===== config.mk =====
export PLATFORM = sky130hd
export DESIGN_NAME = sbf_status_ctrl
export DESIGN_NICKNAME = d
export VERILOG_FILES = /design/src/rtl/sbf_pkg.sv /design/src/rtl/sbf_event_dec.sv /design/src/rtl/sbf_flag_cell.sv /design/src/rtl/sbf_status_ctrl.sv
export SDC_FILE = /design/constraint.sdc
export NUM_CORES = 1
export LEC_CHECK = 0
export BUFFER_PORTS_ARGS = -buffer_cell sky130_fd_sc_hd__clkbuf_2
export CAP_MARGIN = 15
export CELL_PAD_IN_SITES_DETAIL_PLACEMENT = 1
export CELL_PAD_IN_SITES_GLOBAL_PLACEMENT = 1
export CORE_MARGIN = 8
export CORE_UTILIZATION = 23
export CTS_CLUSTER_SIZE = 16
export DETAILED_ROUTE_END_ITERATION = 8
export GPL_TIMING_DRIVEN = 0
export PLACE_DENSITY_LB_ADDON = 0.25
export SLEW_MARGIN = 20
export SYNTH_ARGS = -nofsm -noshare
export SYNTH_HDL_FRONTEND = slang
export SYNTH_SLANG_ARGS = --single-unit

===== constraint.sdc =====
create_clock -name clk -period 1.05 [get_ports clk]
set_input_delay 0 -clock clk [delete_from_list [all_inputs] [get_ports clk]]
set_output_delay 0 -clock clk [all_outputs]
set_load 0.05 [all_outputs]

===== src/rtl/sbf_pkg.sv =====
package sbf_pkg;
  localparam int NFLAG   = 3;
  localparam int TOP_BIT = 7;
  localparam int IDX_TXE = 0;
  localparam int IDX_RXF = 1;
  localparam int IDX_OVR = 2;

  // flag index -> status bit position (7, 6, 5)
  function automatic int flag_pos(int idx);
    return TOP_BIT - idx;
  endfunction

  // only the transmit-empty flag comes out of reset as 1
  function automatic logic flag_rst(int idx);
    return (idx == IDX_TXE);
  endfunction
endpackage


===== src/rtl/sbf_event_dec.sv =====
module sbf_event_dec (
  input  logic tx_en_i,
  input  logic rx_en_i,
  input  logic standby_i,
  input  logic tsr_load_i,
  input  logic dma_tdr_wr_i,
  input  logic dma_rdr_rd_i,
  input  logic rx_done_i,
  input  logic rx_err_i,
  input  logic rxf_q_i,
  output logic txe_set_o,
  output logic txe_clr_o,
  output logic rxf_set_o,
  output logic rxf_clr_o,
  output logic rxf_force_o,
  output logic ovr_set_o,
  output logic rdr_load_o
);
  logic good_frame;

  always_comb begin
    good_frame  = rx_done_i & ~rx_err_i & rx_en_i & ~standby_i;
    rdr_load_o  = good_frame & ~rxf_q_i;
    ovr_set_o   = good_frame & rxf_q_i;
    txe_set_o   = standby_i | ~tx_en_i | tsr_load_i;
    txe_clr_o   = dma_tdr_wr_i;
    rxf_set_o   = good_frame & ~rxf_q_i;
    rxf_clr_o   = dma_rdr_rd_i;
    rxf_force_o = standby_i;
  end
endmodule


===== src/rtl/sbf_flag_cell.sv =====
module sbf_flag_cell #(
  parameter logic RST_VAL = 1'b0
) (
  input  logic clk,
  input  logic rst_n,
  input  logic rd_i,
  input  logic wr_i,
  input  logic wbit_i,
  input  logic set_i,
  input  logic clr_i,
  input  logic force_clr_i,
  output logic flag_o
);
  logic flag_q, flag_d;
  logic arm_q, arm_d;
  logic hs_clr;
  logic upd_en;

  always_comb begin
    hs_clr = wr_i & ~wbit_i & arm_q;
    if (force_clr_i)          flag_d = 1'b0;
    else if (set_i)           flag_d = 1'b1;
    else if (hs_clr || clr_i) flag_d = 1'b0;
    else                      flag_d = flag_q;
    arm_d  = flag_d & ~hs_clr & (arm_q | (rd_i & flag_q));
    upd_en = (flag_d != flag_q) | (arm_d != arm_q);
  end

  always_ff @(posedge clk or negedge rst_n) begin
    if (!rst_n) begin
      flag_q <= RST_VAL;
      arm_q  <= 1'b0;
    end else if (upd_en) begin
      flag_q <= flag_d;
      arm_q  <= arm_d;
    end
  end

  assign flag_o = flag_q;
endmodule


===== src/rtl/sbf_status_ctrl.sv =====
module sbf_status_ctrl
  import sbf_pkg::*;
#(
  parameter int STAT_W = 8
) (
  input  logic              clk,
  input  logic              rst_n,
  input  logic              stat_rd_i,
  input  logic              stat_wr_i,
  input  logic [STAT_W-1:0] stat_wdata_i,
  input  logic              dma_tdr_wr_i,
  input  logic              dma_rdr_rd_i,
  input  logic              tx_en_i,
  input  logic              rx_en_i,
  input  logic              standby_i,
  input  logic              tsr_load_i,
  input  logic              rx_done_i,
  input  logic              rx_err_i,
  output logic [STAT_W-1:0] stat_o,
  output logic              rdr_load_o
);
  logic [NFLAG-1:0] set_v, clr_v, force_v, flag_v;
  logic             unused_wdata;

  sbf_event_dec u_dec (
    .tx_en_i     (tx_en_i),
    .rx_en_i     (rx_en_i),
    .standby_i   (standby_i),
    .tsr_load_i  (tsr_load_i),
    .dma_tdr_wr_i(dma_tdr_wr_i),
    .dma_rdr_rd_i(dma_rdr_rd_i),
    .rx_done_i   (rx_done_i),
    .rx_err_i    (rx_err_i),
    .rxf_q_i     (flag_v[IDX_RXF]),
    .txe_set_o   (set_v[IDX_TXE]),
    .txe_clr_o   (clr_v[IDX_TXE]),
    .rxf_set_o   (set_v[IDX_RXF]),
    .rxf_clr_o   (clr_v[IDX_RXF]),
    .rxf_force_o (force_v[IDX_RXF]),
    .ovr_set_o   (set_v[IDX_OVR]),
    .rdr_load_o  (rdr_load_o)
  );

  assign force_v[IDX_TXE] = 1'b0;
  assign force_v[IDX_OVR] = 1'b0;
  assign clr_v[IDX_OVR]   = 1'b0;

  generate
    for (genvar i = 0; i < NFLAG; i++) begin : g_flag
      localparam int P = flag_pos(i);
      sbf_flag_cell #(.RST_VAL(flag_rst(i))) u_cell (
        .clk        (clk),
        .rst_n      (rst_n),
        .rd_i       (stat_rd_i),
        .wr_i       (stat_wr_i),
        .wbit_i     (stat_wdata_i[P]),
        .set_i      (set_v[i]),
        .clr_i      (clr_v[i]),
        .force_clr_i(force_v[i]),
        .flag_o     (flag_v[i])
      );
    end
  endgenerate

  always_comb begin
    stat_o = '0;
    for (int i = 0; i < NFLAG; i++) stat_o[flag_pos(i)] = flag_v[i];
  end

  assign unused_wdata = ^stat_wdata_i;
endmodule


=== After elaboration in Yosys (flattened, before gate mapping) ===
Cells that the tools add are included.

* Multiply operators: 0
* Bitwise operators: 38
* Equal/unequal tests: 6
* Add/subtract/negate cells: 0
* Div/mod/pow operators: 0
* Reduce and logical (&&, ||, !) cells: 2
* Mux-type cells: 7
* Shift-type cells: 0
* $lt $le $gt $ge: 0

{| class="wikitable"
|+ Operators with widths
! kind !! number
|-
| $and A1 B1 Y1 || 20
|-
| $not A1 Y1 || 10
|-
| $or A1 B1 Y1 || 8
|-
| $mux W1 || 7
|-
| $ne A1 B1 Y1 || 6
|-
| $logic_or A1 B1 Y1 || 2
|}

* Logic and storage cells: 59
* Output and inout bits: 9
* Bits in read-only memories: 0
* Flip-flop bits (word level): 6
* Latch bits: 0
* Memories: 0
* Input bits: 20
* Bits in writable memories: 0

=== Depth between registers and ports, before layout ===
* Word-level depth: 11
* Depth in mapped cells: 3
* Mapped depth without buffers: 3

=== Hierarchy ===
From an unflattened synthesis, not the netlist that was laid out.

* Cells, all modules: 45
* Area, all modules: 449.2 um2

{| class="wikitable"
|+ Modules (own cells, without submodules)
! module !! area an instance (um2) !! instances !! sequential area each (um2) !! cells each
|-
| sbf_flag_cell at g_flag[1].u_cell ... || 115.1 || 2 || 50.0 || 10
|-
| sbf_flag_cell at g_flag[0].u_cell || 116.4 || 1 || 51.3 || 10
|-
| sbf_event_dec || 61.3 || 1 || 0.0 || 9
|-
| sbf_status_ctrl || 41.3 || 1 || 0.0 || 6
|}

=== Least setup slack after synthesis ===
OpenSTA, ideal clock, no wires.

* Path kind: register to register
* Start: register g_flag[1].u_cell.arm_q
* End: register g_flag[1].u_cell.flag_q
* Library setup time: 0.077 ns
* Slack: 0.033 ns
* Buffers on the path: 0
* Required time: 0.973 ns
* Cell stages (with the launch flop): 4
* Arrival time: 0.939 ns
* Clock period less this slack: 1.017 ns
* Cell sequence: dfrtp_1 and3b_1 or2_2 a21oi_1

* Word-level cells in the longest chain between the ends: 9
* Elaborated cells between the ends (all ways): 12
* Classes of those cells: 2 x eq/ne; 3 x mux; 6 x bitwise; 1 x reduce/logical

{| class="wikitable"
|+ Ends and longest elaborated chain
! element !! RTL line !! source
|-
| start, declared || sbf_flag_cell.sv:15 || <nowiki>logic arm_q, arm_d;</nowiki>
|-
| start signal, assigned || sbf_flag_cell.sv:35 || <nowiki>arm_q <= arm_d;</nowiki>
|-
| $and A1 B1 Y1 || sbf_flag_cell.sv:20 || <nowiki>hs_clr = wr_i & ~wbit_i & arm_q;</nowiki>
|-
| $logic_or A1 B1 Y1 || sbf_flag_cell.sv:23 || <nowiki>else if (hs_clr || clr_i) flag_d = 1'b0;</nowiki>
|-
| $mux W1 || sbf_flag_cell.sv:23 ||
|-
| $mux W1 || sbf_flag_cell.sv:22 || <nowiki>else if (set_i) flag_d = 1'b1;</nowiki>
|-
| $mux W1 || sbf_flag_cell.sv:21 || <nowiki>if (force_clr_i) flag_d = 1'b0;</nowiki>
|-
| $and A1 B1 Y1 (2 in a row) || sbf_flag_cell.sv:25 || <nowiki>arm_d = flag_d & ~hs_clr & (arm_q | (rd_i & flag_q));</nowiki>
|-
| $ne A1 B1 Y1 || sbf_flag_cell.sv:26 || <nowiki>upd_en = (flag_d != flag_q) | (arm_d != arm_q);</nowiki>
|-
| $or A1 B1 Y1 || sbf_flag_cell.sv:26 ||
|-
| end signal, assigned || sbf_flag_cell.sv:34 || <nowiki>flag_q <= flag_d;</nowiki>
|-
| end, declared || sbf_flag_cell.sv:14 || <nowiki>logic flag_q, flag_d;</nowiki>
|}

Parallel ways exist; a longest one is shown, timed or not.
A chain may end at the register's enable or synchronous reset.

=== Worst setup path in the final report ===
* Start: register g_flag[1].u_cell.flag_q
* End: output port rdr_load_o

* Word-level cells in the longest chain between the ends: 2

{| class="wikitable"
|+ Ends and longest elaborated chain
! element !! RTL line !! source
|-
| $not A1 Y1 || sbf_event_dec.sv:23 || <nowiki>rdr_load_o = good_frame & ~rxf_q_i;</nowiki>
|-
| $and A1 B1 Y1 || sbf_event_dec.sv:23 ||
|-
| end, declared || sbf_status_ctrl.sv:20 || <nowiki>output logic rdr_load_o</nowiki>
|}

Every way passes these cells.

==> results.ini <==
[min_path]
worstHoldStart=stat_rd_i
holdCritPathClass=input pin to register
whs_path_depth=3
min_to=g_flag[0].u_cell.arm_q$_DFFE_PN0P_

[sta]
fmax_mhz=928
period_share=1.03
skew_ps=3.41
rsz0062_at_grt=true
period_needed_ps=1080
hold_viol=0
fin_ws_ps=-27.2
final.setup.tns_ps=-27.4
slew_violations=0
setup-violations-final=2

[synth]
syn_area_per_cell_um2=9.88
synth_edf_count=0
ys.warnings.count=0
seq_area_frac_synth=0.383
synthArstFlopShare=1.00
syn-cell-area_um2=395
synth.distinct_cells=22
syn_inst=40
synthFlopType=dfrtp_1
synth-seq-cells=6

[detailed_routing]
avgViaCountPerCell=4.41
drc=0
dr.pass1.iters=2
drt_first_iter_violations=8
wl_um=1150
num_vias=384
ant_nets=0
wl_per_cell_um=13.2

[pwr]
p_seq_frac=0.375
power_switching_share=0.318
irDropWorstVdd_uv=393
pwr_density_cell_nw_per_um2=1120
p_sw_uw=227
pwr-share-clk=0.336
p_leak_uw=0.000330
p_int_uw=486
p_comb_frac=0.289

[layout]
syn2layout_area_growth_pct=61.7
fin_cells=87
nNetsFinal=91
n_fill_cell=200
drive_gt1_frac=0.586
num_antenna_cells=0

[grt]
grt_max_degree=7
grtUsageTotal=0.0780
grt_overflow=0
grt_pass1_vias=434
grt_first_pass_wirelength_um=1850
antenna_found_initial=0

[floorplanning]
fp.dieH_um=57.5
start_util=0.237
die_w_um=57.5
placementRows=15
core_um2=1670
io_pins=29
dieArea_um2=3300

[critical_path]
rr_worst_depth=3
cp.required_ps=1050
crit_chain=nand2b_4, inv_4, clkbuf_16
slowest_stage=dfrtp_2
cp.arrival_ps=1080
reg2reg_to=g_flag[1].u_cell.arm_q$_DFFE_PN0P_
critPathMaxStageDelay_ps=430
worstSetupStartpointType=register
path_class=register to output port
crit_path_end_kind=output port
critPathMaxFanout=5
r2r_setup_slack_ps=0
r2r_start=g_flag[1].u_cell.arm_q$_DFFE_PN0P_

[clock_network]
cts_root_buf=clkbuf_4
clk_pin_slew_ps=50
h-tree-depth=1
cts_tree=done
insertion_delay_ps=250
clock_path_buffers=2
numCtsBuffers=3
clock-sinks=6

[flow_run]
max-cap-violations=0

[outcome]
violations=negative setup slack
status=complete, but fails checks

[placed_design]
placed_cells=79
port_buffers=18
place_hpwl_um=921
place_congestion=0.759

cells in the mapped netlist (2+ instances only):
cell type / instances / area share
nand3b_1: 2 / 0.038
dfrtp_1: 5 / 0.32
a21oi_1: 3 / 0.038
buf_4: 8 / 0.15
o21ai_0: 2 / 0.025
inv_1: 4 / 0.038
area by class of cell:
cell class / count / area, um2 / area share
inverter: 4 / 17.5 / 0.0274
tap: 17 / 21.3 / 0.0333
multi-input combinational: 26 / 194 / 0.303
timing repair buffer: 23 / 175 / 0.274
clock buffer: 4 / 26.3 / 0.0411
sequential: 6 / 153 / 0.239
buffer: 7 / 52.6 / 0.0822
worst max-delay path: cells and delay by family (launching register included):
kind / cells / cell delay, ps
flip-flops: 1 / 430
buffers and inverters: 2 / 220
AND/OR/NAND/NOR: 1 / 170
cells in the final DEF (no fill, tap or decap), types with 2 or more instances in the layout:
| cell type | instances |
|---|---|
| clkbuf_16 | 2 |
| buf_4 | 10 |
| a21oi_1 | 2 |
| clkbuf_2 | 14 |
| inv_1 | 3 |
| clkbuf_4 | 4 |
| dfrtp_1 | 4 |
| conb_1 | 5 |
| nand3b_1 | 2 |
| dlygate4sd3_1 | 2 |
| o21ai_0 | 2 |
state kept, by name, indices dropped and copies added (netlist names):
register	count
g_flag.u_cell.arm_q	3
g_flag.u_cell.flag_o	3
metrics by stage:
stage / setup slack [ps] / hold WS (ps) / utilization / cell area (um2) / total power, uW
after CTS: -29.1 / 36.8 / 0.380 / 634 / 723
after detailed placement: -40.0 / -167 / 0.312 / 522 / 458
after global placement: -2.34 / -163 / 0.312 / 522 / 454
final: -27.2 / 36.3 / 0.383 / 639 / 713
after floorplan: 33.3 / -296 / - / 410 / 405
after global routing: -50.4 / 57.0 / 0.383 / 639 / 751
routing by layer:
layer | part of all wire | vias up | GRT usage
met2 | 0.48 | 19 | 0.129
met1 | 0.35 | 172 | 0.0598
met5 | 0 | - | 0
li1 | - | 187 | -
met3 | 0.12 | 6 | 0.0561
met4 | 0.051 | 0 | 0.0679
cell families (layout without fill, tap and decap cells):
logic type      Yosys count  in the layout  share of synthesized area
simple gates             11             11                      0.231
buf+inv                  12             38                      0.190
flops                     6              6                      0.383
compound gates           10             10                      0.187
other cells               1              5                    0.00948
how the worst max path moves through the flow:
stage,cells past startpoint,from,to
floorplan,3,g_flag[1].u_cell.arm_q$_DFFE_PN0P_,g_flag[1].u_cell.flag_o$_DFFE_PN0P_
global placement,3,g_flag[1].u_cell.arm_q$_DFFE_PN0P_,g_flag[1].u_cell.flag_o$_DFFE_PN0P_
detailed placement,3,g_flag[1].u_cell.arm_q$_DFFE_PN0P_,g_flag[1].u_cell.flag_o$_DFFE_PN0P_
CTS,3,g_flag[1].u_cell.flag_o$_DFFE_PN0P_,rdr_load_o
global route,3,g_flag[1].u_cell.flag_o$_DFFE_PN0P_,rdr_load_o
finish,3,g_flag[1].u_cell.flag_o$_DFFE_PN0P_,rdr_load_o
power groups by stage:
stage                     sequential (uW)  clock [uW]  combinational, uW
after detailed placement              270           0                188
after global routing                  270         257                224
after CTS                             268         250                205
final                                 268         240                206
after floorplan                       267           0                138
after global placement                270           0                184
what timing repair did:
item,CTS,global route
endpoints found under the hold margin,8,0
gates resized for setup,12,3
setup endpoints to repair,5,5
buffers inserted,3,0
hold buffers,2,0
pin swaps,2,1
Note: power is estimated with default switching activity, not from simulation.
